$ cat config.mk
export PLATFORM = sky130hd
export DESIGN_NAME = drp_regbridge
export DESIGN_NICKNAME = d
export VERILOG_FILES = /design/src/rtl/drp_bridge_pkg.sv /design/src/rtl/drp_bridge_regs.sv /design/src/rtl/drp_bridge_seq.sv /design/src/rtl/drp_regbridge.sv
export SDC_FILE = /design/constraint.sdc
export NUM_CORES = 1
export LEC_CHECK = 0
export BUFFER_PORTS_ARGS = -buffer_cell sky130_fd_sc_hd__buf_4
export CAP_MARGIN = 10
export CORE_UTILIZATION = 50
export CTS_CLUSTER_SIZE = 10
export DETAILED_ROUTE_END_ITERATION = 12
export PLACE_DENSITY = 0.95
export SETUP_SLACK_MARGIN = 0.1
export SLEW_MARGIN = 30
export SYNTH_ARGS = -nofsm -noshare
export SYNTH_HDL_FRONTEND = slang
export SYNTH_SLANG_ARGS = --single-unit
export TNS_END_PERCENT = 1
$ cat constraint.sdc
create_clock -name clk -period 4.1 [get_ports clk]
set_input_delay 1.23 -clock clk [delete_from_list [all_inputs] [get_ports clk]]
set_output_delay 1.23 -clock clk [all_outputs]
set_load 0.01 [all_outputs]
$ cat src/rtl/drp_bridge_pkg.sv
package drp_bridge_pkg;

   localparam int BUS_AW = 8;
   localparam int BUS_DW = 32;

   localparam logic [BUS_AW-1:0] OFS_CTRL = 8'h40;
   localparam logic [BUS_AW-1:0] OFS_SRC  = 8'h44;
   localparam logic [BUS_AW-1:0] OFS_CMD  = 8'h70;
   localparam logic [BUS_AW-1:0] OFS_STAT = 8'h74;

   localparam int CMD_GO_BIT    = 29;
   localparam int CMD_RD_BIT    = 28;
   localparam int CMD_ADDR_LSB  = 16;
   localparam int STAT_BUSY_BIT = 16;
   localparam int CTRL_RUN_BIT  = 0;
   localparam int CTRL_ON_BIT   = 1;

   typedef enum logic [2:0] {
      SEL_NONE,
      SEL_CTRL,
      SEL_SRC,
      SEL_CMD,
      SEL_STAT
   } reg_sel_e;

   typedef enum logic {
      SEQ_IDLE,
      SEQ_WAIT
   } seq_state_e;

endpackage

$ cat src/rtl/drp_bridge_regs.sv
module drp_bridge_regs
   import drp_bridge_pkg::*;
#(
   parameter int PAW      = 7,
   parameter int PDW      = 16,
   parameter int SRC_W    = 1,
   parameter bit RDATA_FF = 1'b1
) (
   input  logic              clk,
   input  logic              rst_n,
   input  logic              bus_wr,
   input  logic              bus_rd,
   input  logic [BUS_AW-1:0] bus_addr,
   input  logic [BUS_DW-1:0] bus_wdata,
   output logic [BUS_DW-1:0] bus_rdata,
   input  logic              busy,
   input  logic [PDW-1:0]    last_rd,
   output logic              ctl_run,
   output logic              ctl_synth_on,
   output logic [SRC_W-1:0]  src_sel,
   output logic              cmd_req,
   output logic              cmd_rd,
   output logic [PAW-1:0]    cmd_addr,
   output logic [PDW-1:0]    cmd_data
);

   reg_sel_e          sel;
   logic [1:0]        ctrl_q;
   logic [SRC_W-1:0]  src_q;
   logic [BUS_DW-1:0] rd_mux;
   logic              unused_wd;

   assign unused_wd = ^bus_wdata;

   always_comb begin
      unique case (bus_addr)
         OFS_CTRL: sel = SEL_CTRL;
         OFS_SRC:  sel = SEL_SRC;
         OFS_CMD:  sel = SEL_CMD;
         OFS_STAT: sel = SEL_STAT;
         default:  sel = SEL_NONE;
      endcase
   end

   always_ff @(posedge clk) begin
      if (!rst_n) begin
         ctrl_q <= '0;
         src_q  <= '0;
      end else if (bus_wr) begin
         if (sel == SEL_CTRL) ctrl_q <= bus_wdata[1:0];
         if (sel == SEL_SRC)  src_q  <= bus_wdata[SRC_W-1:0];
      end
   end

   assign ctl_run      = ctrl_q[CTRL_RUN_BIT];
   assign ctl_synth_on = ctrl_q[CTRL_ON_BIT];
   assign src_sel      = src_q;

   // Command fields are decoded straight from the write data.
   assign cmd_req  = bus_wr && (sel == SEL_CMD) && bus_wdata[CMD_GO_BIT];
   assign cmd_rd   = bus_wdata[CMD_RD_BIT];
   assign cmd_addr = bus_wdata[CMD_ADDR_LSB +: PAW];
   assign cmd_data = bus_wdata[PDW-1:0];

   always_comb begin
      rd_mux = '0;
      case (sel)
         SEL_CTRL: rd_mux[1:0] = ctrl_q;
         SEL_SRC:  rd_mux[SRC_W-1:0] = src_q;
         SEL_STAT: begin
            rd_mux[PDW-1:0]       = last_rd;
            rd_mux[STAT_BUSY_BIT] = busy;
         end
         default: rd_mux = '0;
      endcase
   end

   generate
      if (RDATA_FF) begin : g_rd_ff
         always_ff @(posedge clk) begin
            if (!rst_n)      bus_rdata <= '0;
            else if (bus_rd) bus_rdata <= rd_mux;
         end
      end else begin : g_rd_comb
         assign bus_rdata = bus_rd ? rd_mux : '0;
      end
   endgenerate

endmodule

$ cat src/rtl/drp_bridge_seq.sv
module drp_bridge_seq
   import drp_bridge_pkg::*;
#(
   parameter int PAW = 7,
   parameter int PDW = 16
) (
   input  logic           clk,
   input  logic           rst_n,
   input  logic           cmd_req,
   input  logic           cmd_rd,
   input  logic [PAW-1:0] cmd_addr,
   input  logic [PDW-1:0] cmd_data,
   output logic           busy,
   output logic [PDW-1:0] last_rd,
   output logic           port_en,
   output logic           port_we,
   output logic [PAW-1:0] port_addr,
   output logic [PDW-1:0] port_wdata,
   input  logic [PDW-1:0] port_rdata,
   input  logic           port_rdy
);

   seq_state_e state;
   logic       op_rd;

   assign busy = (state == SEQ_WAIT);

   always_ff @(posedge clk) begin
      if (!rst_n) begin
         state      <= SEQ_IDLE;
         op_rd      <= 1'b0;
         port_en    <= 1'b0;
         port_we    <= 1'b0;
         port_addr  <= '0;
         port_wdata <= '0;
         last_rd    <= '0;
      end else begin
         port_en <= 1'b0;
         port_we <= 1'b0;
         unique case (state)
            SEQ_IDLE: begin
               if (cmd_req) begin
                  state      <= SEQ_WAIT;
                  op_rd      <= cmd_rd;
                  port_en    <= 1'b1;
                  port_we    <= !cmd_rd;
                  port_addr  <= cmd_addr;
                  port_wdata <= cmd_data;
               end
            end
            SEQ_WAIT: begin
               if (port_rdy) begin
                  state <= SEQ_IDLE;
                  if (op_rd) last_rd <= port_rdata;
               end
            end
            default: state <= SEQ_IDLE;
         endcase
      end
   end

endmodule

$ cat src/rtl/drp_regbridge.sv
module drp_regbridge
   import drp_bridge_pkg::*;
#(
   parameter int PAW      = 7,
   parameter int PDW      = 16,
   parameter int SRC_W    = 1,
   parameter bit RDATA_FF = 1'b1
) (
   input  logic              clk,
   input  logic              rst_n,
   input  logic              bus_wr,
   input  logic              bus_rd,
   input  logic [BUS_AW-1:0] bus_addr,
   input  logic [BUS_DW-1:0] bus_wdata,
   output logic [BUS_DW-1:0] bus_rdata,
   output logic              ctl_run,
   output logic              ctl_synth_on,
   output logic [SRC_W-1:0]  src_sel,
   output logic              port_en,
   output logic              port_we,
   output logic [PAW-1:0]    port_addr,
   output logic [PDW-1:0]    port_wdata,
   input  logic [PDW-1:0]    port_rdata,
   input  logic              port_rdy
);

   localparam int ADDR_TOP = CMD_ADDR_LSB + PAW - 1;

   generate
      if (ADDR_TOP >= CMD_RD_BIT) begin : g_bad_paw
         $error("port address field overlaps command flags");
      end
      if (PDW > STAT_BUSY_BIT) begin : g_bad_pdw
         $error("port data wider than status data field");
      end
      if (SRC_W < 1 || SRC_W > 8) begin : g_bad_src
         $error("source select width out of range");
      end
   endgenerate

   logic           cmd_req, cmd_rd, seq_busy;
   logic [PAW-1:0] cmd_addr;
   logic [PDW-1:0] cmd_data, last_rd;

   drp_bridge_regs #(
      .PAW(PAW), .PDW(PDW), .SRC_W(SRC_W), .RDATA_FF(RDATA_FF)
   ) u_regs (
      .clk(clk), .rst_n(rst_n),
      .bus_wr(bus_wr), .bus_rd(bus_rd), .bus_addr(bus_addr),
      .bus_wdata(bus_wdata), .bus_rdata(bus_rdata),
      .busy(seq_busy), .last_rd(last_rd),
      .ctl_run(ctl_run), .ctl_synth_on(ctl_synth_on), .src_sel(src_sel),
      .cmd_req(cmd_req), .cmd_rd(cmd_rd), .cmd_addr(cmd_addr),
      .cmd_data(cmd_data)
   );

   drp_bridge_seq #(
      .PAW(PAW), .PDW(PDW)
   ) u_seq (
      .clk(clk), .rst_n(rst_n),
      .cmd_req(cmd_req), .cmd_rd(cmd_rd), .cmd_addr(cmd_addr),
      .cmd_data(cmd_data),
      .busy(seq_busy), .last_rd(last_rd),
      .port_en(port_en), .port_we(port_we), .port_addr(port_addr),
      .port_wdata(port_wdata), .port_rdata(port_rdata), .port_rdy(port_rdy)
   );

endmodule

==> summary.txt <==
Status -> finished clean
Quantity of hold-fixing buffers added after cts -> 0
Clk_skew -> 0.00483 ns
Initial drt markers -> 117
Clock buffer depth -> 2
Final Hold Violating Endpoints -> 0
Diode count -> 0
Leading area contributor after synthesis -> dfxtp_1
Gate power share -> 0.069
DP HPWL -> 4320 um
VDD IR max -> 286 uV
Cell family with most CP delay -> simple AND/OR/NAND/NOR gates
First-pass GRT wire length -> 9870 um
Post-route DRC -> 0
Antenna violations before repair -> 0
Hold Worst Slack -> 0.458 ns
Leakage -> 1.43 nW
Global placement routability congestion -> 0.794
Port Buffer Count -> 98
Slew @ Worst Pin -> 0.647 ns
CTS Root Buffer Type -> clkbuf_8
CTS Sinks -> 63
CTS tree -> done
Initial Util -> 0.533
Post-Syn Area per Cell -> 8.73 um^2
Max-slew headroom -> 0.568
Min Tclk post-route -> 2.70 ns
Final setup fails -> 0
Setup Crit Path Kind -> in2reg
P&R area growth vs syn -> 34.8%
Clock power share -> 0.425
Startpoint types -> input pin
Post-CTS Setup Bufs -> 0
Syn Inst Count -> 298
Synth top area share -> 0.485
Via count -> 2349
PwrDens -> 345 nW/um^2
Arrival time worst endpoint -> 2.96 ns
Post_cts resized -> 0
Full die area -> 5500 um^2
Fraction of layout cells with a size suffix above 1 -> 0.307
Max Cap Viol -> 0
Bufs and invs on worst path -> 2
Core area -> 4880 um^2
CTS buffer count -> 9
Worst-Skew Late Latency -> 0.34 ns
RSZ-0062 raised after global routing -> false
Grt ovf -> 0
Worst setup EP type -> flop
Final #Nets -> 450
Pint -> 0.938 mW
Fillers -> 369
Unique masters post-synth -> 29
Avg Vias per Cell -> 5.10
Total Wirelength -> 6140 um
Commonest non-fill, non-tap cell in the layout -> buf_4
Max incr delay on CP -> 0.57 ns
Sw Share -> 0.225
Width of the chip -> 74.1 um
Fmax -> 371 MHz
Util after Layout -> 0.719
Critical-path top delay cell -> or4b_4
Vias in the first global route -> 2269
Switching pwr -> 0.273 mW
Worst path cell trace -> buf_4, or4b_4, nor4_4, buf_12, mux2i_1
WL/cell -> 13.3 um
Ranking of synthesized cells by area -> dfxtp_1, nand2_1, mux2i_1, a21oi_1, buf_4
Synth Register Bits -> 63
Sequential share of power -> 0.505
I/O Pins -> 121
Post-DRT Antenna Nets -> 0
Die height -> 74.1 um
Largest net degree at the start of global routing -> 56
Most frequent cells in the layout -> buf_4, nand2_1, dfxtp_1
Overall routing resource usage -> 0.240
Crit share post-route -> 0.658
# rows -> 25
Worst hold path type -> reg2reg
Drt pass-1 iters -> 4
Mapped cell area -> 2600 um^2
Setup TNS -> 0 ns
Critical path peak fanout -> 20
Data required, critical path -> 4.36 ns
Post-synthesis sequential area ratio -> 0.485
Final Max Slew Viols -> 0
Max H-tree Level -> 3
Clk slew on worst S/H paths -> 0.06 ns
Synth warn -> 0
[per-layer routing]
layer  global-route usage  routed length [um]  vias to the layer above
met4                0.105                  86                        0
met5                    0                   0                        -
met2                0.430                3040                      102
met1                0.250                2470                     1087
met3               0.0908                 545                        9
li1                     -                   -                     1151
[kinds of logic (layout without fill, tap and decap cells)]
kind of cell | after synthesis | in the layout | synth area share
buf+inv | 36 | 118 | 0.0798
flops | 63 | 63 | 0.485
mux | 28 | 28 | 0.108
simple gates | 134 | 134 | 0.253
compound gates | 36 | 36 | 0.0731
other cells | 1 | 15 | 0.00144
[power groups by stage]
stage / Clock (mW) / Combinational [mW] / Sequential (mW)
floorplan: 0 / 0.0454 / 0.626
global placement: 0 / 0.0815 / 0.626
detailed placement: 0 / 0.0833 / 0.626
CTS: 0.525 / 0.0836 / 0.612
global route: 0.546 / 0.0922 / 0.612
finish: 0.515 / 0.0838 / 0.612
[worst reg2reg max path, stage by stage, from the launching register on]
cell and delay (ns):
dfxtp_1 0.35, nand2b_1 0.19, nor4_4 0.58, buf_12 0.27, mux2i_1 0.22
[path summary, 6_finish.rpt]
kind | from | to | slack (ns) | cells after the start
min reg2reg | u_seq.last_rd[7] | u_seq.last_rd[7] | 0.46 | 2
min | u_seq.last_rd[7] | u_seq.last_rd[7] | 0.46 | 2
max reg2reg | u_seq.busy | u_seq.port_addr[5] | 2.42 | 4
max | bus_addr[3] | u_seq.port_addr[5] | 1.40 | 5
[sequential cells by signal (all words and copies together), names as in the netlist]
signal            flops
u_seq.port_addr       7
u_regs.bus_rdata     17
u_seq.port_wdata     16
u_seq.busy            1
u_seq.port_en         1
u_regs.ctrl_q         2
u_regs.src_sel        1
u_seq.last_rd        16
u_seq.port_we         1
u_seq.op_rd           1
[cells in the mapped netlist, drive strengths merged]
cell and instances:
nor3b 1, o21ai 2, dfxtp 63, nand2b 16
buf 20, or4b 1, nor4b 2, clkbuf 15
nand2 86, nor4 2, conb 1, a32oi 2
nand4 16, mux2i 27, or3b 1, o21a 1
nor2b 4, inv 1, nand4b 1, nor3 1
mux2 1, a21oi 31, and3 1, and4b 1
nand3 1
[per-stage QoR]
stage | setup WS [ns] | cell area [um^2] | power (mW) | cells
detailed placement | 1.05 | 3310 | 0.709 | 445
floorplan | 1.37 | 2660 | 0.671 | 312
finish | 1.40 | 3510 | 1.21 | 461
CTS | 1.39 | 3510 | 1.22 | 461
global route | 1.30 | 3510 | 1.25 | 461
global placement | 1.10 | 3310 | 0.707 | 445
[layout make-up]
class                   instances  area, um^2  share of cell area
repair buffers                101         771               0.220
inverters                       1        3.75             0.00107
multi-input cells             213        1190               0.340
clock inverters                 2        12.5             0.00357
flip-flops and latches         63        1260               0.360
well taps                      67        83.8              0.0239
clock buffers                  14         183              0.0521
No activity file was read; power rests on OpenSTA's default activity.
